File: src/rtl/pwm_sync_pkg.sv
package pwm_sync_pkg;
  typedef enum logic [1:0] {
    FLD_PRD  = 2'd0,
    FLD_DUTY = 2'd1,
    FLD_DT   = 2'd2,
    FLD_CTL  = 2'd3
  } field_e;

  localparam logic [1:0] MODE_MANUAL = 2'd0;
endpackage

File: src/rtl/pwm_sync_cnt.sv
module pwm_sync_cnt #(
  parameter int CW = 8
) (
  input  logic          clk,
  input  logic          rst,
  input  logic          run,
  input  logic [CW-1:0] prd,
  output logic [CW-1:0] cnt,
  output logic          wrap
);
  function automatic logic [CW-1:0] step_count(input logic [CW-1:0] c, input logic [CW-1:0] p);
    return (c == p) ? '0 : c + CW'(1);
  endfunction

  assign wrap = run && (cnt == prd);

  always_ff @(posedge clk) begin
    if (rst || !run) cnt <= '0;
    else             cnt <= step_count(cnt, prd);
  end
endmodule

File: src/rtl/pwm_sync_dt.sv
module pwm_sync_dt #(
  parameter int CW  = 8,
  parameter int DTW = 4
) (
  input  logic           clk,
  input  logic           rst,
  input  logic           en,
  input  logic [CW-1:0]  cnt,
  input  logic [CW-1:0]  duty,
  input  logic [DTW-1:0] dt,
  output logic           out_h,
  output logic           out_l
);
  logic           raw;
  logic           raw_q;
  logic [DTW-1:0] hold_q;

  function automatic logic level_of(input logic [CW-1:0] c, input logic [CW-1:0] d);
    return c < d;
  endfunction

  assign raw = en && level_of(cnt, duty);

  always_ff @(posedge clk) begin
    if (rst || !en) begin
      raw_q  <= 1'b0;
      hold_q <= '0;
    end else begin
      raw_q <= raw;
      if (raw != raw_q)     hold_q <= dt;
      else if (hold_q != 0) hold_q <= hold_q - DTW'(1);
    end
  end

  assign out_h = en && raw_q  && (hold_q == 0);
  assign out_l = en && !raw_q && (hold_q == 0);
endmodule

File: src/rtl/pwm_sync_bank.sv
module pwm_sync_bank import pwm_sync_pkg::*; #(
  parameter int NCH = 4,
  parameter int CW  = 8,
  parameter int DTW = 4,
  parameter int CHW = 2
) (
  input  logic           clk,
  input  logic           rst,
  input  logic           upd_we,
  input  logic [CHW-1:0] upd_ch,
  input  field_e         upd_fld,
  input  logic [CW-1:0]  wdata,
  input  logic           arm_wr,
  input  logic           grp_xfer,
  input  logic [NCH-1:0] ld,
  output logic [CW-1:0]  upd_prd  [NCH],
  output logic [CW-1:0]  upd_duty [NCH],
  output logic [DTW-1:0] upd_dt   [NCH],
  output logic [CW-1:0]  act_prd  [NCH],
  output logic [CW-1:0]  act_duty [NCH],
  output logic [DTW-1:0] act_dt   [NCH],
  output logic           unlock_q
);
  always_ff @(posedge clk) begin
    if (rst) begin
      for (int i = 0; i < NCH; i++) begin
        upd_prd[i]  <= '0;
        upd_duty[i] <= '0;
        upd_dt[i]   <= '0;
        act_prd[i]  <= '0;
        act_duty[i] <= '0;
        act_dt[i]   <= '0;
      end
    end else begin
      for (int i = 0; i < NCH; i++) begin
        if (ld[i]) begin
          act_prd[i]  <= upd_prd[i];
          act_duty[i] <= upd_duty[i];
          act_dt[i]   <= upd_dt[i];
        end
        if (upd_we && (int'(upd_ch) == i)) begin
          unique case (upd_fld)
            FLD_PRD:  upd_prd[i]  <= wdata;
            FLD_DUTY: upd_duty[i] <= wdata;
            FLD_DT:   upd_dt[i]   <= wdata[DTW-1:0];
            default:  ;
          endcase
        end
      end
    end
  end

  always_ff @(posedge clk) begin
    if (rst)           unlock_q <= 1'b0;
    else if (arm_wr)   unlock_q <= 1'b1;
    else if (grp_xfer) unlock_q <= 1'b0;
  end
endmodule

File: src/rtl/pwm_sync_upd.sv
module pwm_sync_upd import pwm_sync_pkg::*; #(
  parameter  int NCH = 4,
  parameter  int CW  = 8,
  parameter  int DTW = 4,
  localparam int CHW = (NCH > 1) ? $clog2(NCH) : 1,
  localparam int AW  = CHW + 3
) (
  input  logic           clk,
  input  logic           rst,
  input  logic           wr_en,
  input  logic [AW-1:0]  wr_addr,
  input  logic [CW-1:0]  wr_data,
  input  logic [AW-1:0]  rd_addr,
  output logic [CW-1:0]  rd_data,
  input  logic [NCH-1:0] sync_mask,
  input  logic [1:0]     mode,
  input  logic [NCH-1:0] en_set,
  input  logic [NCH-1:0] en_clr,
  output logic [NCH-1:0] pwm_h,
  output logic [NCH-1:0] pwm_l
);
  logic [NCH-1:0] en_q, sync_eff, run, en_eff, wrap, ld;
  logic [CW-1:0]  cnt     [NCH];
  logic [CW-1:0]  cnt_eff [NCH];
  logic [CW-1:0]  upd_prd  [NCH];
  logic [CW-1:0]  upd_duty [NCH];
  logic [DTW-1:0] upd_dt   [NCH];
  logic [CW-1:0]  act_prd  [NCH];
  logic [CW-1:0]  act_duty [NCH];
  logic [DTW-1:0] act_dt   [NCH];
  logic           unlock_q, grp_wrap, grp_xfer;
  logic [CW-1:0]  cnt0;

  field_e         wr_fld, rd_fld;
  logic [CHW-1:0] wr_ch, rd_ch;
  logic           wr_bank, rd_bank, wr_ch_ok, rd_ch_ok;
  logic           upd_we, arm_wr;

  assign wr_fld   = field_e'(wr_addr[1:0]);
  assign wr_ch    = wr_addr[CHW+1:2];
  assign wr_bank  = wr_addr[AW-1];
  assign wr_ch_ok = int'(wr_ch) < NCH;
  assign rd_fld   = field_e'(rd_addr[1:0]);
  assign rd_ch    = rd_addr[CHW+1:2];
  assign rd_bank  = rd_addr[AW-1];
  assign rd_ch_ok = int'(rd_ch) < NCH;

  assign upd_we = wr_en && !wr_bank && wr_ch_ok && (wr_fld != FLD_CTL);
  assign arm_wr = wr_en && !wr_bank && (wr_fld == FLD_CTL) && wr_data[0];

  assign grp_wrap = wrap[0];
  assign grp_xfer = grp_wrap && unlock_q && (mode == MODE_MANUAL);
  assign cnt0     = cnt[0];

  always_ff @(posedge clk) begin
    if (rst) en_q <= '0;
    else begin
      for (int i = 0; i < NCH; i++) begin
        if ((i == 0) || !sync_eff[i]) begin
          if (en_clr[i])      en_q[i] <= 1'b0;
          else if (en_set[i]) en_q[i] <= 1'b1;
        end
      end
    end
  end

  for (genvar g = 0; g < NCH; g++) begin : g_ch
    assign sync_eff[g] = (g == 0) || sync_mask[g];
    assign run[g]      = (g == 0) ? en_q[0] : (!sync_eff[g] && en_q[g]);
    assign en_eff[g]   = sync_eff[g] ? en_q[0] : en_q[g];
    assign cnt_eff[g]  = sync_eff[g] ? cnt[0] : cnt[g];
    assign ld[g]       = sync_eff[g] ? grp_xfer : wrap[g];

    pwm_sync_cnt #(.CW(CW)) u_cnt (
      .clk  (clk),
      .rst  (rst),
      .run  (run[g]),
      .prd  (act_prd[g]),
      .cnt  (cnt[g]),
      .wrap (wrap[g])
    );

    pwm_sync_dt #(.CW(CW), .DTW(DTW)) u_dt (
      .clk   (clk),
      .rst   (rst),
      .en    (en_eff[g]),
      .cnt   (cnt_eff[g]),
      .duty  (act_duty[g]),
      .dt    (act_dt[g]),
      .out_h (pwm_h[g]),
      .out_l (pwm_l[g])
    );
  end

  pwm_sync_bank #(.NCH(NCH), .CW(CW), .DTW(DTW), .CHW(CHW)) u_bank (
    .clk      (clk),
    .rst      (rst),
    .upd_we   (upd_we),
    .upd_ch   (wr_ch),
    .upd_fld  (wr_fld),
    .wdata    (wr_data),
    .arm_wr   (arm_wr),
    .grp_xfer (grp_xfer),
    .ld       (ld),
    .upd_prd  (upd_prd),
    .upd_duty (upd_duty),
    .upd_dt   (upd_dt),
    .act_prd  (act_prd),
    .act_duty (act_duty),
    .act_dt   (act_dt),
    .unlock_q (unlock_q)
  );

  always_comb begin
    rd_data = '0;
    if (rd_ch_ok) begin
      unique case (rd_fld)
        FLD_PRD:  rd_data = rd_bank ? act_prd[rd_ch]  : upd_prd[rd_ch];
        FLD_DUTY: rd_data = rd_bank ? act_duty[rd_ch] : upd_duty[rd_ch];
        FLD_DT:   rd_data = rd_bank ? CW'(act_dt[rd_ch]) : CW'(upd_dt[rd_ch]);
        FLD_CTL:  rd_data = rd_bank ? cnt_eff[rd_ch] : CW'(unlock_q);
        default:  rd_data = '0;
      endcase
    end
  end
endmodule

File: config.mk
export PLATFORM = sky130hd
export DESIGN_NAME = pwm_sync_upd
export DESIGN_NICKNAME = d
export VERILOG_FILES = /design/src/rtl/pwm_sync_pkg.sv /design/src/rtl/pwm_sync_cnt.sv /design/src/rtl/pwm_sync_dt.sv /design/src/rtl/pwm_sync_bank.sv /design/src/rtl/pwm_sync_upd.sv
export SDC_FILE = /design/constraint.sdc
export NUM_CORES = 1
export LEC_CHECK = 0
export ABC_AREA = 1
export BUFFER_PORTS_ARGS = -buffer_cell sky130_fd_sc_hd__buf_2
export CORE_ASPECT_RATIO = 0.7
export CORE_MARGIN = 2
export CORE_UTILIZATION = 25
export CTS_BUF_LIST = sky130_fd_sc_hd__clkbuf_16
export CTS_CLUSTER_DIAMETER = 100
export DETAILED_ROUTE_END_ITERATION = 6
export PLACE_DENSITY = 0.43
export SLEW_MARGIN = 20
export SYNTH_ARGS = -nofsm -noshare
export SYNTH_HDL_FRONTEND = slang
export SYNTH_SLANG_ARGS = --single-unit
File: constraint.sdc
create_clock -name clk -period 4.3 [get_ports clk]
set_input_delay 0.215 -clock clk [delete_from_list [all_inputs] [get_ports clk]]
set_output_delay 0.215 -clock clk [all_outputs]
set_load 0.03 [all_outputs]
==> results of run 1 <==
[synthesized netlist by cell type]
library cell,n
o211ai_1,14
nor3b_1,4
dfxtp_1,217
or2_2,5
xor2_1,28
o21ai_0,238
nand2_4,1
nor3_1,16
nand4_1,15
buf_4,9
xnor2_1,11
inv_1,180
clkbuf_1,67
a41oi_1,1
o22ai_1,7
nor2_1,300
o21ai_1,2
a211oi_1,5
a21oi_1,182
a21o_1,1
buf_2,17
nand2_2,1
nor4_1,3
ha_1,36
a221oi_1,1
nand3_2,20
a21oi_2,2
o21a_1,2
a22oi_1,1
nand3_1,113
inv_2,7
buf_1,7
nand3b_1,7
o211a_1,1
clkinv_1,2
nor3_2,1
nand2_1,272
buf_6,5
[worst paths after layout]
path                                 endpoint  slack (ns)                              from
min           u_bank.upd_prd[23]$_SDFFE_PP0P_        0.03                        wr_data[7]
min reg2reg  u_bank.upd_duty[30]$_SDFFE_PP0P_        0.47  u_bank.upd_duty[30]$_SDFFE_PP0P_
max reg2reg     u_bank.act_dt[7]$_SDFFE_PP0P_        1.71   g_ch[0].u_cnt.cnt[5]$_SDFF_PP0_
max                                rd_data[3]        0.98   g_ch[0].u_cnt.cnt[3]$_SDFF_PP0_
[cell usage in the layout (no fill, tap or decap), types with 2 or more instances in the layout]
cell           Yosys  layout
inv_2              7       7
a21oi_2            2       2
or2_2              5       5
clkbuf_16          0      25
bufinv_16          0       2
a21oi_1          182     182
clkinv_2           0       5
nor3_1            16      16
xnor2_1           11      11
o22ai_1            7       7
ha_1              36      36
inv_1            180     183
nor3b_1            4       4
nor4_1             3       3
clkinv_1           2       6
nand2_2            1       2
o21ai_1            2       2
a211oi_1           5       5
xor2_1            28      28
clkinvlp_4         0       2
dlygate4sd3_1      0       8
nand4_1           15      15
dfxtp_1          217     217
buf_4              9      22
nand3b_1           7       7
o21ai_0          238     238
nand3_2           20      20
nor2_1           300     300
buf_2             17      49
o211ai_1          14      14
nand2_1          272     271
o21a_1             2       2
nand3_1          113     113
[layer usage]
metal | track usage (%) | vias up
li1 | - | 5893
met1 | 30.7 | 5646
met2 | 24.2 | 425
met3 | 5.25 | 54
met4 | 3.52 | 0
met5 | 0 | -
[flip-flops by register name, summed over array words and instances, names as in the netlist]
register	flops
u_bank.act_dt	16
en_q	4
u_bank.act_duty	32
g_ch.u_cnt.cnt	32
u_bank.upd_duty	32
u_bank.upd_prd	32
g_ch.u_dt.hold_q	16
u_bank.upd_dt	16
g_ch.u_dt.raw_q	4
u_bank.unlock_q	1
u_bank.act_prd	32
[repair_timing]
item                                   4_1_cts  5_1_grt
resized for setup                            0        0
endpoints found under the hold margin        4        0
hold buffers                                 8        0
[worst max-delay path, cell delays in order, from the launching register on]
cell and delay [ns]:
dfxtp_1 0.48, inv_1 0.21, o21ai_0 0.37, o21ai_0 0.12
o21ai_0 0.33, a21oi_1 0.17, o21ai_0 0.54, buf_2 0.32
[through the flow]
step,instance area (um^2),instances
2_1_floorplan,12000,1801
3_3_place_gp,12700,2380
3_5_place_dp,12700,2380
4_1_cts,13500,2433
5_1_grt,13500,2433
6_report,13600,2434
[power breakdown]
part / internal, W / switching, W
combinational: 0.000161 / 0.000386
sequential: 0.00205 / 0.0000351
clock: 0.00119 / 0.000986
[area by class of cell]
class | count | area [um^2] | share of cell area [%]
repair buffers | 80 | 510 | 3.77
diodes | 1 | 2.50 | 0.0185
inverters | 189 | 712 | 5.25
clock buffers | 25 | 626 | 4.62
well taps | 612 | 766 | 5.65
multi-input cells | 1290 | 6410 | 47.3
clock inverters | 20 | 175 | 1.29
flip-flops and latches | 217 | 4340 | 32.1
[logic make-up after synthesis]
logic type | synth area share (%)
xor gates and xnor gates | 2.86
AOI/OAI and AO/OA | 19.9
and+or+nand+nor | 27.2
buffers and inverters | 10.0
adders and majority gates | 3.77
DFF | 36.3
==> impl_metrics.env, run 1 <==
export IMPL_nets=1874
export IMPL_finalPower_w=0.00481
export IMPL_fillers=5168
export IMPL_fp_dieW_um=265
export IMPL_cp_max_fo=5
export IMPL_met3WireLength_mm=4.54
export IMPL_run_status="complete, no violations"
export IMPL_fin_crit_ns=3.32
export IMPL_first_pass_iters=6
export IMPL_end_kind="output pin"
export IMPL_grt_max_degree=85
export IMPL_cts_sink_count=217
export IMPL_ys_top_cells_by_area="dfxtp_1 (36%), o21ai_0 (10%), nor2_1 (9.4%)"
export IMPL_overflow=0
export IMPL_wl_met1_mm=25.6
export IMPL_criticalPathCategory="reg -> out"
export IMPL_final_core_util_pct=28.9
export IMPL_die_area_um2=49600
export IMPL_die_h_um=187
export IMPL_hold_path_cell_count=3
export IMPL_drtIter0Drc=1320
export IMPL_synth_cells=1801
export IMPL_dr_max_layer_used="met4"
export IMPL_clk_latency_ns=0.58
export IMPL_row_count=66
export IMPL_ys_ff_latch=217
export IMPL_io_buffers=49
export IMPL_dp_hpwl_mm=35.6
export IMPL_place_gp_congestion=0.849
export IMPL_path_clk_slew_ns=0.07
export IMPL_setup_tns_ns=0
export IMPL_cap_violations=0
export IMPL_syn_area_um2=12000
export IMPL_wl_per_cell_um=20.0
export IMPL_initial_core_util_pct=25.5
export IMPL_drc_errors=0
export IMPL_synth_distinct_cells=38
export IMPL_hp_class="in -> reg"
export IMPL_yosysTopAreaCell="dfxtp_1"
export IMPL_hold_viol=0
export IMPL_pre_cts_ws_ns=1.58
export IMPL_synth_area_per_cell_um2=6.64
export IMPL_yosysWarningCount=0
export IMPL_totalWireLength_mm=48.6
export IMPL_grt_pass1_wl_mm=70.6
export IMPL_worstPathArrival_ns=3.10
export IMPL_htree_levels=1
export IMPL_cts_setup_buffers=0
export IMPL_fin_worst_skew_ns=0.0328
export IMPL_core_um2=46800
export IMPL_antenna_found_initial=1
export IMPL_max_clock_freq_mhz=302
export IMPL_drive_above_1_share_pct=8.13
export IMPL_final_max_slew_viol_count=0
export IMPL_first_global_vias=10562
export IMPL_final_antenna_net_count=0
export IMPL_tritoncts="yes"
export IMPL_cp_start_kind="flop"
export IMPL_clockRootBuffer="clkbuf_16"
export IMPL_p_leak_nw=5.94
export IMPL_rsz0062_at_grt="no"
export IMPL_crit_required_ns=4.09
export IMPL_fin_hold_ws_ns=0.0273
export IMPL_vdd_drop_max_mv=0.238
export IMPL_fin_ws_ns=0.984
export IMPL_setup_viol=0
export IMPL_syn_to_final_growth_pct=13.4
export IMPL_ys_seq_area_share_pct=36.3
export IMPL_p_per_area_nw_per_um2=355
export IMPL_cts_buffers=25
export IMPL_io_pins=51
export IMPL_track_usage_pct=19.0
export IMPL_clock_path_buffers=3
export IMPL_vias=12018
export IMPL_tightest_slew_ns=0.903
export IMPL_r2r_cells=11
export IMPL_viasPerCell=4.94
export IMPL_dr_wl_met2_mm=17.6
export IMPL_slew_limit_headroom_pct=39.6
export IMPL_yosysTopAreaCellShare_pct=36.3
export IMPL_synthesis_nets=1872
export IMPL_min_period_over_period_pct=77.1
Power figures use the tool's default switching activity.
==> run 2, diff against run 1 <==
- clock period: 4.3 -> 3.2 ns (I/O delays scaled with it)
==> run 2 against run 1 <==
Against the previous run:
- the flow now finishes with violations (DRC)
- final cell count hardly changed
- global-route usage fell by 0.25 points
- die area did not move
- worst hold slack worse by 0.019 ns
- clock-buffer cell count unchanged
- critical path depth did not move
- wire length down 1.8%
- final area grew 0.46%
- via count down 0.87%
- flip-flop and latch count is the same
- critical endpoint unchanged
- largest cell class unchanged
- largest power group unchanged
==> impl_metrics.env, run 2 (synthesized netlist as in run 1, its figures left out) <==
export IMPL_die_h_um=187
export IMPL_critPathMaxStageDelay_ns=0.52
export IMPL_setup_tns_ns=0
export IMPL_io_pins=51
export IMPL_grt_pass1_wl_mm=69.8
export IMPL_cts_setup_buffers=0
export IMPL_worstPathArrival_ns=2.92
export IMPL_max_clock_freq_mhz=324
export IMPL_nets=1878
export IMPL_hold_viol=0
export IMPL_vias=11914
export IMPL_cap_violations=0
export IMPL_cp_max_fo=5
export IMPL_grt_max_degree=85
export IMPL_htree_levels=1
export IMPL_place_gp_congestion=0.935
export IMPL_fin_crit_ns=3.08
export IMPL_hp_class="in -> reg"
export IMPL_vdd_drop_max_mv=0.326
export IMPL_fin_worst_skew_ns=0.0241
export IMPL_drtIter0Drc=1276
export IMPL_final_antenna_net_count=0
export IMPL_first_pass_iters=7
export IMPL_worst_path_buf_inv=2
export IMPL_fp_dieW_um=265
export IMPL_track_usage_pct=18.8
export IMPL_final_max_slew_viol_count=0
export IMPL_dp_hpwl_mm=35.0
export IMPL_postCtsHoldBufs=11
export IMPL_run_status="finished, violations left"
export IMPL_slew_limit_headroom_pct=51.5
export IMPL_initial_core_util_pct=25.5
export IMPL_clockRootBuffer="clkbuf_16"
export IMPL_violations="DRC"
export IMPL_rsz0062_at_grt="no"
export IMPL_worstReg2RegStart="g_ch[0].u_cnt.cnt[5]$_SDFF_PP0_"
export IMPL_first_global_vias=10572
export IMPL_cts_buffers=25
export IMPL_overflow=0
export IMPL_layout_common_cells="nor2_1 (300), nand2_1 (271), o21ai_0 (238), dfxtp_1 (217), inv_1 (184)"
export IMPL_crit_chain="inv_1, o21ai_0, o21ai_0, o21ai_0, a21oi_1, o21ai_0, buf_2"
export IMPL_path_delay_family="compound AO/OA/AOI/OAI gates"
export IMPL_final_core_util_pct=29.1
export IMPL_tightest_slew_ns=0.724
export IMPL_critPathSlowestCell="o21ai_0"
export IMPL_path_clk_slew_ns=0.06
export IMPL_cp_start_kind="flop"
export IMPL_io_buffers=49
export IMPL_syn_to_final_growth_pct=13.9
export IMPL_clk_latency_ns=0.57
export IMPL_min_period_over_period_pct=96.4
export IMPL_p_leak_nw=5.98
export IMPL_drc_errors=2
export IMPL_viasPerCell=4.89
export IMPL_cts_resized=0
export IMPL_row_count=66
export IMPL_final_common_cell="nor2_1"
export IMPL_totalWireLength_mm=47.7
export IMPL_tritoncts="yes"
export IMPL_clock_path_buffers=3
export IMPL_end_kind="output pin"
export IMPL_crit_top_cell="o21ai_0"
export IMPL_min_from="wr_data[4]"
export IMPL_cts_sink_count=217
export IMPL_n_antenna_cell=0
export IMPL_drive_above_1_share_pct=8.06
export IMPL_wl_per_cell_um=19.6
export IMPL_setup_viol=0
export IMPL_crit_path_start="g_ch[0].u_cnt.cnt[3]$_SDFF_PP0_"
export IMPL_die_area_um2=49600
export IMPL_crit_required_ns=3.04
export IMPL_core_um2=46800
export IMPL_antenna_found_initial=0
export IMPL_criticalPathCategory="reg -> out"
export IMPL_p_per_area_nw_per_um2=476
run 2: metrics by stage:
stage / hold slack, ns / cells / setup WS, ns / instance area, um^2 / power, W
after floorplan: 0.239 / 1801 / 1.29 / 12000 / 0.00332
after global placement: 0.349 / 2381 / 0.733 / 12700 / 0.00358
after detailed placement: 0.341 / 2381 / 0.674 / 12700 / 0.00358
after CTS: 0.00313 / 2436 / 0.260 / 13600 / 0.00653
after global routing: 0.0249 / 2436 / 0.0517 / 13600 / 0.00673
final: 0.00839 / 2436 / 0.117 / 13600 / 0.00647
run 2: layout make-up:
cell class / count / area, um^2
Sequential cell: 217 / 4340
Tap cell: 612 / 766
Fill cell: 5172 / 33200
Clock inverter: 19 / 178
Timing Repair Buffer: 84 / 573
Multi-Input combinational cell: 1290 / 6410
Clock buffer: 25 / 626
Inverter: 189 / 712
run 2: worst paths after layout:
kind,cells past startpoint,slack (ns),to
max,7,0.12,rd_data[3]
min,3,0.008,u_bank.upd_duty[20]$_SDFFE_PP0P_
max reg2reg,9,0.65,u_bank.act_prd[15]$_SDFFE_PP0P_
min reg2reg,2,0.47,u_bank.upd_duty[24]$_SDFFE_PP0P_
run 2: power breakdown:
part	switching [W]	internal (W)
Sequential	0.0000525	0.00275
Combinational	0.000509	0.000226
Clock	0.00127	0.00166
Total	0.00183	0.00465
run 2: worst min-delay path, delay by kind of cell:
kind                   cells  cell delay, ns
AND/OR/NAND/NOR            2            0.18
buffers and inverters      1            0.20
run 2: metal layers:
metal	routed length, um	global-route usage (%)	part of all wire, %
met1	25700	30.7	54
met2	17200	23.7	36
met3	3860	4.54	8.1
met4	978	3.82	2.1
met5	0	0	0
==> run 3, diff against run 2 <==
- CTS_BUF_LIST: sky130_fd_sc_hd__clkbuf_16 -> sky130_fd_sc_hd__clkbuf_4 sky130_fd_sc_hd__clkbuf_8 sky130_fd_sc_hd__clkbuf_16
==> run 3 against run 2 <==
Against the previous run:
- the flow now finishes without violations
- first-iteration DRC count fell by 6.5%
- utilization up 0.14 points
- via count decreased by 0.19%
- wire length hardly changed
- critical path type unchanged
==> impl_metrics.env, run 3 (synthesized netlist as in run 1, its figures left out) <==
export IMPL_path_delay_family="compound AO/OA/AOI/OAI gates"
export IMPL_grt_pass1_wl_mm=69.9
export IMPL_p_leak_nw=6.00
export IMPL_clockRootBuffer="clkbuf_16"
export IMPL_die_h_um=187
export IMPL_die_area_um2=49600
export IMPL_tritoncts="yes"
export IMPL_fin_worst_skew_ns=0.0256
export IMPL_drtIter0Drc=1193
export IMPL_overflow=0
export IMPL_cts_buffers=25
export IMPL_nets=1878
export IMPL_final_antenna_net_count=0
export IMPL_first_global_vias=10569
export IMPL_totalWireLength_mm=47.7
export IMPL_tightest_slew_ns=0.723
export IMPL_vdd_drop_max_mv=0.325
export IMPL_initial_core_util_pct=25.5
export IMPL_clock_path_buffers=3
export IMPL_max_clock_freq_mhz=332
export IMPL_first_pass_iters=5
export IMPL_final_max_slew_viol_count=0
export IMPL_fp_dieW_um=265
export IMPL_core_um2=46800
export IMPL_dp_hpwl_mm=35.0
export IMPL_final_common_cell="nor2_1"
export IMPL_clk_latency_ns=0.57
export IMPL_p_per_area_nw_per_um2=486
export IMPL_drive_above_1_share_pct=8.55
export IMPL_setup_viol=0
export IMPL_viasPerCell=4.88
export IMPL_row_count=66
export IMPL_layout_common_cells="nor2_1 (300), nand2_1 (271), o21ai_0 (238), dfxtp_1 (217), a21oi_1 (182)"
export IMPL_worst_path_buf_inv=2
export IMPL_fillers=5165
export IMPL_io_buffers=49
export IMPL_cp_max_fo=5
export IMPL_slew_limit_headroom_pct=51.6
export IMPL_htree_levels=1
export IMPL_crit_top_cell="o21ai_0"
export IMPL_io_pins=51
export IMPL_multi_input_area_um2=6410
export IMPL_track_usage_pct=18.8
export IMPL_drc_errors=0
export IMPL_antenna_found_initial=0
export IMPL_crit_chain="inv_1, o21ai_0, o21ai_0, o21ai_0, a21oi_1, o21ai_0, buf_2"
export IMPL_fin_crit_ns=3.01
export IMPL_critPathSlowestCell="o21ai_0"
export IMPL_run_status="complete, no violations"
export IMPL_final_core_util_pct=29.2
export IMPL_seq_area_um2=4340
export IMPL_wl_per_cell_um=19.6
export IMPL_cts_setup_buffers=0
export IMPL_worstPathArrival_ns=2.85
export IMPL_min_period_over_period_pct=94.1
export IMPL_criticalPathCategory="reg -> out"
export IMPL_cts_resized=0
export IMPL_end_kind="output pin"
export IMPL_crit_required_ns=3.04
export IMPL_rsz0062_at_grt="no"
export IMPL_place_gp_congestion=0.935
export IMPL_grt_max_degree=85
export IMPL_cts_sink_count=217
export IMPL_hold_viol=0
export IMPL_hp_class="in -> reg"
export IMPL_setup_tns_ns=0
export IMPL_cp_start_kind="flop"
export IMPL_path_clk_slew_ns=0.06
export IMPL_vias=11891
export IMPL_syn_to_final_growth_pct=14.5
export IMPL_critPathMaxStageDelay_ns=0.51
export IMPL_cap_violations=0
[run 3: worst paths after layout]
check / start / end / slack (ns) / cells past startpoint
hold reg to reg: u_bank.upd_prd[29]$_SDFFE_PP0P_ / u_bank.upd_prd[29]$_SDFFE_PP0P_ / 0.47 / 2
setup reg to reg: g_ch[0].u_cnt.cnt[5]$_SDFF_PP0_ / u_bank.act_prd[15]$_SDFFE_PP0P_ / 0.63 / 9
hold / removal: wr_data[4] / u_bank.upd_duty[20]$_SDFFE_PP0P_ / 0.01 / 3
setup / recovery: g_ch[0].u_cnt.cnt[3]$_SDFF_PP0_ / rd_data[3] / 0.19 / 7
[run 3: final cells by class]
cell class                 count  share of cell area, %
antenna                        1                 0.0183
clock buffer                  34                   5.30
clock inverter                10                   1.05
inverter                     189                   5.20
multi-input combinational   1290                   46.9
sequential                   217                   31.8
tap                          612                   5.60
timing repair buffer          84                   4.19
[run 3: stage by stage]
stage / instances / cell area [um^2] / hold WS (ns) / power (W) / worst slack, ns
after floorplan: 1801 / 12000 / 0.239 / 0.00332 / 1.29
after global placement: 2381 / 12700 / 0.349 / 0.00358 / 0.733
after detailed placement: 2381 / 12700 / 0.341 / 0.00358 / 0.674
after CTS: 2436 / 13700 / 0.00313 / 0.00670 / 0.260
after global routing: 2436 / 13700 / 0.0249 / 0.00691 / 0.0516
final: 2437 / 13700 / 0.0125 / 0.00665 / 0.190
[run 3: power by group]
part,internal (W),switching (W),total (W)
clock,0.00183,0.00127,0.00311
sequential,0.00275,0.0000523,0.00281
combinational,0.000226,0.000509,0.000735
total,0.00481,0.00184,0.00665
[run 3: tightest hold or removal path, stage by stage]
cell    delay [ns]
buf_2         0.20
nor2_1        0.13
nor2_1        0.05
[run 3: routing by layer]
layer	GRT usage (%)	share of wire, %	wire length, um
met5	0	0	0
met4	3.82	2.0	948
met3	4.54	8.7	4130
met2	23.7	36	17200
met1	30.8	53	25500
[run 3: what timing repair did]
action / in CTS / in global routing
hold endpoints to repair: 17 / 0
endpoints found under the setup margin: 0 / 0
hold buffers: 11 / 0
